==> src/rtl/cfgport_pkg.sv <==
package cfgport_pkg;
  localparam int DATA_W      = 32;
  localparam int REGNUM_W    = 10;
  localparam int NUM_ENTRIES = 6;

  localparam logic [REGNUM_W-1:0] REG_PTR  = 10'h00C;
  localparam logic [REGNUM_W-1:0] REG_DATA = 10'h00D;

  typedef struct packed {
    logic [DATA_W-1:0] key;
    logic [DATA_W-1:0] val;
  } rom_entry_t;

  // Constant words selectable through the data window.
  function automatic rom_entry_t rom_entry(input int idx);
    rom_entry_t e;
    case (idx)
      0:       e = '{key: 32'h0000_0060, val: 32'hB501_0900};
      1:       e = '{key: 32'h0000_0080, val: 32'h0500_0000};
      2:       e = '{key: 32'h0000_00C0, val: 32'h0200_0000};
      3:       e = '{key: 32'h0000_00E0, val: 32'h0100_0000};
      4:       e = '{key: 32'h0000_0100, val: 32'h0100_0000};
      default: e = '{key: 32'hFFFF_FFFF, val: 32'h0000_0000};
    endcase
    return e;
  endfunction
endpackage

==> src/rtl/cfg_rst_sync.sv <==
module cfg_rst_sync #(
  parameter int STAGES = 2
) (
  input  logic clk,
  input  logic rst_n,
  output logic rst_sync_n
);
  logic [STAGES-1:0] sync_q;

  always_ff @(posedge clk or negedge rst_n) begin
    if (!rst_n) sync_q <= '0;
    else        sync_q <= {sync_q[STAGES-2:0], 1'b1};
  end

  assign rst_sync_n = sync_q[STAGES-1];
endmodule

==> src/rtl/cfg_ptr_reg.sv <==
module cfg_ptr_reg
  import cfgport_pkg::*;
(
  input  logic              clk,
  input  logic              rst_n,
  input  logic              load_en,
  input  logic [DATA_W-1:0] load_val,
  output logic [DATA_W-1:0] ptr_q
);
  logic [DATA_W-1:0] ptr_d;

  always_comb begin
    ptr_d = ptr_q;
    if (load_en) ptr_d = load_val;
  end

  always_ff @(posedge clk or negedge rst_n) begin
    if (!rst_n) ptr_q <= '0;
    else        ptr_q <= ptr_d;
  end
endmodule

==> src/rtl/cfg_rom_decode.sv <==
module cfg_rom_decode
  import cfgport_pkg::*;
(
  input  logic [DATA_W-1:0] ptr,
  output logic [DATA_W-1:0] word
);
  logic [NUM_ENTRIES-1:0]   hit;
  logic [DATA_W-1:0]        masked [NUM_ENTRIES];

  for (genvar g = 0; g < NUM_ENTRIES; g++) begin : g_entry
    localparam rom_entry_t ENT = rom_entry(g);
    assign hit[g]    = (ptr == ENT.key);
    assign masked[g] = hit[g] ? ENT.val : '0;
  end

  always_comb begin
    word = '0;
    for (int i = 0; i < NUM_ENTRIES; i++) word = word | masked[i];
  end
endmodule

==> src/rtl/cfg_rsp_reg.sv <==
module cfg_rsp_reg
  import cfgport_pkg::*;
(
  input  logic              clk,
  input  logic              rst_n,
  input  logic              claimed,
  input  logic              rd_en,
  input  logic              wr_en,
  input  logic [DATA_W-1:0] rd_val,
  output logic [DATA_W-1:0] rd_data,
  output logic              ack
);
  logic [DATA_W-1:0] data_d;
  logic              ack_d;

  always_comb begin
    ack_d  = claimed & (rd_en | wr_en);
    data_d = (claimed & rd_en) ? rd_val : '0;
  end

  always_ff @(posedge clk or negedge rst_n) begin
    if (!rst_n) begin
      rd_data <= '0;
      ack     <= 1'b0;
    end else begin
      rd_data <= data_d;
      ack     <= ack_d;
    end
  end
endmodule

==> src/rtl/cfg_indirect_port.sv <==
module cfg_indirect_port
  import cfgport_pkg::*;
(
  input  logic                clk,
  input  logic                rst_n,
  input  logic [REGNUM_W-1:0] reg_num,
  input  logic                rd_en,
  input  logic                wr_en,
  input  logic [DATA_W-1:0]   wr_data,
  output logic [DATA_W-1:0]   rd_data,
  output logic                ack
);
  logic              rst_sync_n;
  logic              sel_ptr;
  logic              sel_data;
  logic              claimed;
  logic [DATA_W-1:0] ptr_q;
  logic [DATA_W-1:0] rom_word;
  logic [DATA_W-1:0] rd_val;

  cfg_rst_sync #(.STAGES(2)) u_rst (
    .clk        (clk),
    .rst_n      (rst_n),
    .rst_sync_n (rst_sync_n)
  );

  always_comb begin
    sel_ptr  = (reg_num == REG_PTR);
    sel_data = (reg_num == REG_DATA);
    claimed  = sel_ptr | sel_data;
    rd_val   = sel_ptr ? ptr_q : rom_word;
  end

  cfg_ptr_reg u_ptr (
    .clk      (clk),
    .rst_n    (rst_sync_n),
    .load_en  (wr_en & sel_ptr),
    .load_val (wr_data),
    .ptr_q    (ptr_q)
  );

  cfg_rom_decode u_rom (
    .ptr  (ptr_q),
    .word (rom_word)
  );

  cfg_rsp_reg u_rsp (
    .clk     (clk),
    .rst_n   (rst_sync_n),
    .claimed (claimed),
    .rd_en   (rd_en),
    .wr_en   (wr_en),
    .rd_val  (rd_val),
    .rd_data (rd_data),
    .ack     (ack)
  );
endmodule

==> config.mk <==
export PLATFORM = sky130hd
export DESIGN_NAME = cfg_indirect_port
export DESIGN_NICKNAME = d
export VERILOG_FILES = /design/src/rtl/cfgport_pkg.sv /design/src/rtl/cfg_rst_sync.sv /design/src/rtl/cfg_ptr_reg.sv /design/src/rtl/cfg_rom_decode.sv /design/src/rtl/cfg_rsp_reg.sv /design/src/rtl/cfg_indirect_port.sv
export SDC_FILE = /design/constraint.sdc
export NUM_CORES = 1
export LEC_CHECK = 0
export BUFFER_PORTS_ARGS = -buffer_cell sky130_fd_sc_hd__buf_2
export CORE_UTILIZATION = 35
export DETAILED_ROUTE_END_ITERATION = 16
export GPL_ROUTABILITY_DRIVEN = 0
export MAX_ROUTING_LAYER = met4
export PLACE_DENSITY = 0.6
export SYNTH_ARGS = -nofsm -noshare
export SYNTH_HDL_FRONTEND = slang
export SYNTH_SLANG_ARGS = --single-unit
==> constraint.sdc <==
create_clock -name clk -period 5.4 [get_ports clk]
set_input_delay 0.81 -clock clk [delete_from_list [all_inputs] [get_ports clk]]
set_output_delay 0.81 -clock clk [all_outputs]
set_load 0.02 [all_outputs]
; ---- Word level (Yosys, flattened, before mapping)
; Cells that the tools add are included.
[totals]
register_bits = 67
[classes]
n_eq_ne = 7
bitwise = 9
n_mux = 7
[op_table]
columns = operator, count
row1 = $or A32 B32 Y32, 4
row2 = $eq A32 B8 Y1 const B, 3
row3 = $mux W32, 3
row4 = $mux W25, 2
row5 = $eq A32 B7 Y1 const B, 1
row6 = $eq A32 B9 Y1 const B, 1
row7 = $mux W27, 1
row8 = $mux W26, 1
row9 = $eq A10 B4 Y1 const B, 2
row10 = $and A1 B1 Y1, 3
row11 = $or A1 B1 Y1, 2

; ---- Longest topological paths before layout
[logic_depth]
ltp_word = 8
depth_mapped = 6

; ---- Modules after synthesis
; From an unflattened synthesis, not the netlist that was laid out.
[hier_totals]
hier_cells = 236
area_unflattened_um2 = 3384.5
[by_module_without_submodules]
columns = mod, area_each_um2, seq_area_each_um2, n_inst, cells_per_inst
row1 = cfg_ptr_reg, 1345.0, 800.8, 1, 68
row2 = cfg_rsp_reg, 1063.5, 825.8, 1, 72
row3 = cfg_indirect_port, 573.0, 0.0, 1, 43
row4 = cfg_rom_decode, 349.1, 0.0, 1, 50
row5 = cfg_rst_sync, 53.8, 50.0, 1, 3

; ---- Least setup slack after synthesis
; No wires, ideal clock.
[synth_path]
path_kind = input-to-reg
startpoint = input reg_num[5]
endpoint = register u_ptr.ptr_q[10]
arrival_ns = 1.852
setup_ns = 0.125
path_slack_ns = 3.423
stages = 5
t_required_ns = 5.275
n_path_buf = 1
cell_sequence = nor4_4 -> and3_1 -> nand2_2 -> buf_6 -> mux2_4
[synth_between]
elab_chain_len = 2
[synth_rtl]
columns = element, line
row1 = from (decl), cfg_indirect_port.sv:6  ; input logic [REGNUM_W-1:0] reg_num,
row2 = $eq A10 B4 Y1, cfg_indirect_port.sv:28  ; sel_ptr = (reg_num == REG_PTR);
row3 = $and A1 B1 Y1, cfg_indirect_port.sv:37  ; .load_en (wr_en & sel_ptr),
row4 = to (signal assigned), cfg_ptr_reg.sv:19  ; else ptr_q <= ptr_d;
row5 = to (decl), cfg_ptr_reg.sv:8  ; output logic [DATA_W-1:0] ptr_q
; No other way between the ends.
; A chain may end at the register's enable or synchronous reset.

; ---- Worst setup path in the final report
[layout_path]
startpoint = input reg_num[5]
endpoint = register u_ptr.ptr_q[8]
; The elaborated chain is that of the path after synthesis.

==> impl_metrics.tcl <==
set metrics [dict create \
    status "complete, no violations" \
    powerDensity_nw_per_um2 289.5 \
    min_period_ps 3155 \
    io_buffers 78 \
    rows 31 \
    cp_cell_sequence "buf_2 -> nor4_4 -> and3_1 -> nand2_2 -> mux2_4" \
    p_leak_nw 2.001 \
    drive_gt1_share_pct 49.81 \
    ys_top_cells_by_count "dfrtp_1, mux2_4, and3_1" \
    drtPass1Iterations 4 \
    hpwlAfterDp_um 3603 \
    die_area_um2 7941 \
    dr_total_vias 1656 \
    fin_skew_ps 9.290 \
    cts_hold_buf 0 \
    cts_buffers 9 \
    cts_tree "yes" \
    routedWlPerCell_um 14.57 \
    h-tree-depth 3 \
    maxSlewViolCount 0 \
    rsz0062_at_grt "false" \
    die_h_um 89.12 \
    drtIter0Drc 48 \
    antenna_found_initial 0 \
    timing.rr.end "u_rsp.rd_data[16]$_DFF_PN0_" \
    cpMaxStageDelayCell "nand2_2" \
    grt_pass1_wl_um 8190 \
    synth_cells 174 \
    die_w_um 89.12 \
    vdd_ir_drop_max_mv 0.1056 \
    yosys_most_used_dff "dfrtp_1" \
    initial_core_util_pct 36.43 \
    hold_class "primary input to async pin" \
    syn_avg_cell_area_um2 15.27 \
    io_pins 79 \
    fin_crit_sh_pct 58.42 \
    pre_cts_slack_ps 1896 \
    post-route-drc-count 0 \
    multi_input_area_um2 908.4 \
    critPathRequiredTime_ps 5620 \
    startpoint_type "primary input" \
    areaGrowthSynthToFinish_pct 24.73 \
    drv_cap 0 \
    async_reset_ff_share_pct 100.0 \
    placedCellCount 342 \
    postRouteAntennaNets 0 \
    groute.usage.overall_pct 15.06 \
    rr_worst_depth 4 \
    regArea_um2 1678 \
    r2r_slack_ps 3700 \
    cts_resized 0 \
    fmax_ghz 0.3170 \
    root_buffer "clkbuf_8" \
    setup_viol 0 \
    yosys_warnings 0 \
    synth_cell_types 31 \
    crit_arrival_ps 3370 \
    stdcell_count 358 \
    crit_type "primary input to flip-flop" \
    clk_latency_ps 340 \
    synth_area_leaders "dfrtp_1, mux2_4, and3_1" \
    fillers 721 \
    cts_setup_buffers 0 \
    drt_wl_total_um 5216 \
    grt_max_degree 66 \
    netlist_area_um2 2656 \
    setup_ws_ps 2245 \
    tns_ps 0 \
    crit_path_end_kind "flip-flop" \
    synth-edff-count 0 \
    path_clk_slew_ps 70 \
    post_drt_via_cell_ratio 4.626 \
    antenna-diode-count 0 \
    rr_startpoint "u_ptr.ptr_q[1]$_DFFE_PN0P_" \
    nNetsFinal 300 \
    hold_viol 0 \
    grt_pass1_vias 1607 \
    cts.sink_count 67 \
    slew_headroom_pct 31.76 \
    yosysTopAreaCellShare_pct 63.12 \
    clockBufferDepth 2 \
    yosysTopAreaCell "dfrtp_1" \
    tightest_slew_ps 1020 \
    syn-num-nets 220 \
    cp_max_fo 32 \
    max_stage_delay_ps 810 \
    ys_ff_latch 67 \
    core_area_um2 7292 \
    grt.overflow.total 0 \
    ys_seq_area_share_pct 63.12 \
    yosysMostFrequentCell "dfrtp_1" \
]
## registers in the layout (all words and copies together) (netlist names)
name / cells
u_rst.sync_q: 2
u_ptr.ptr_q: 32
u_rsp.ack: 1
u_rsp.rd_data: 32
## critical path, delay by kind of cell
kind	cells	cell delay, ps
buf+inv	1	110
mux	1	530
simple gates	3	1900
## cells by family after synthesis
group / synth area share, %
mux: 17.80
other cells: 0.1412
simple gates: 12.81
flops: 63.12
buf+inv: 2.685
compound gates: 3.439
## per-layer routing
| layer | vias to the layer above | track usage [%] | part of all wire [%] |
|---|---|---|---|
| met5 | - | - | 0 |
| met4 | 0 | 4.762 | 0.81 |
| met3 | 4 | 5.910 | 6.1 |
| met2 | 64 | 20.47 | 45 |
| met1 | 799 | 20.57 | 49 |
| li1 | 789 | - | - |
## how the worst max path moves through the flow
| stage | endpoint | from | cells past startpoint |
|---|---|---|---|
| after floorplan | u_ptr.ptr_q[0]$_DFFE_PN0P_ | u_rst.sync_q[1]$_DFF_PN0_ | 0 |
| after global placement | u_ptr.ptr_q[19]$_DFFE_PN0P_ | reg_num[5] | 5 |
| after detailed placement | u_ptr.ptr_q[12]$_DFFE_PN0P_ | reg_num[5] | 5 |
| after CTS | u_ptr.ptr_q[9]$_DFFE_PN0P_ | reg_num[5] | 5 |
| after global routing | u_ptr.ptr_q[12]$_DFFE_PN0P_ | reg_num[5] | 5 |
| final | u_ptr.ptr_q[8]$_DFFE_PN0P_ | reg_num[5] | 5 |
## final cells by class
class	count	share of cell area [%]
sequential	67	50.64
multi-input combinational	96	27.42
timing repair buffer	79	12.01
tap	99	3.739
inverter	1	0.1133
clock inverter	1	0.1511
clock buffer	15	5.929
## power by group
part,leakage (nW),switching [mW],internal [mW]
combinational,0.965,0.0253,0.0220
clock,0.106,0.173,0.229
sequential,0.929,0.00346,0.506
## placed cells by master, fill, tap and decap left out, drive strengths merged
| cell | n |
|---|---|
| mux2 | 32 |
| nand2 | 2 |
| a41oi | 1 |
| nor3b | 1 |
| clkinv | 1 |
| nor3 | 4 |
| and4bb | 1 |
| and3 | 26 |
| conb | 1 |
| nand4b | 1 |
| a31oi | 1 |
| clkbuf | 15 |
| nor2 | 3 |
| and2 | 1 |
| o31ai | 1 |
| nor4 | 8 |
| and4b | 1 |
| o32ai | 1 |
| inv | 1 |
| a21o | 6 |
| dfrtp | 67 |
| and3b | 2 |
| buf | 79 |
| o22ai | 1 |
| and4 | 1 |
| a211o | 1 |
## metrics by stage
stage | utilization [%] | hold slack [ps] | area, um^2 | power, mW
2_1_floorplan | - | 331.2 | 2656 | 0.5401
5_1_grt | 45.44 | 214.2 | 3313 | 1.006
6_report | 45.44 | 240.9 | 3313 | 0.9593
4_1_cts | 45.44 | 228.7 | 3313 | 0.9708
3_5_place_dp | 42.67 | 336.3 | 3112 | 0.5674
3_3_place_gp | 42.67 | 337.3 | 3112 | 0.5666
No activity file was read; power rests on OpenSTA's default activity.
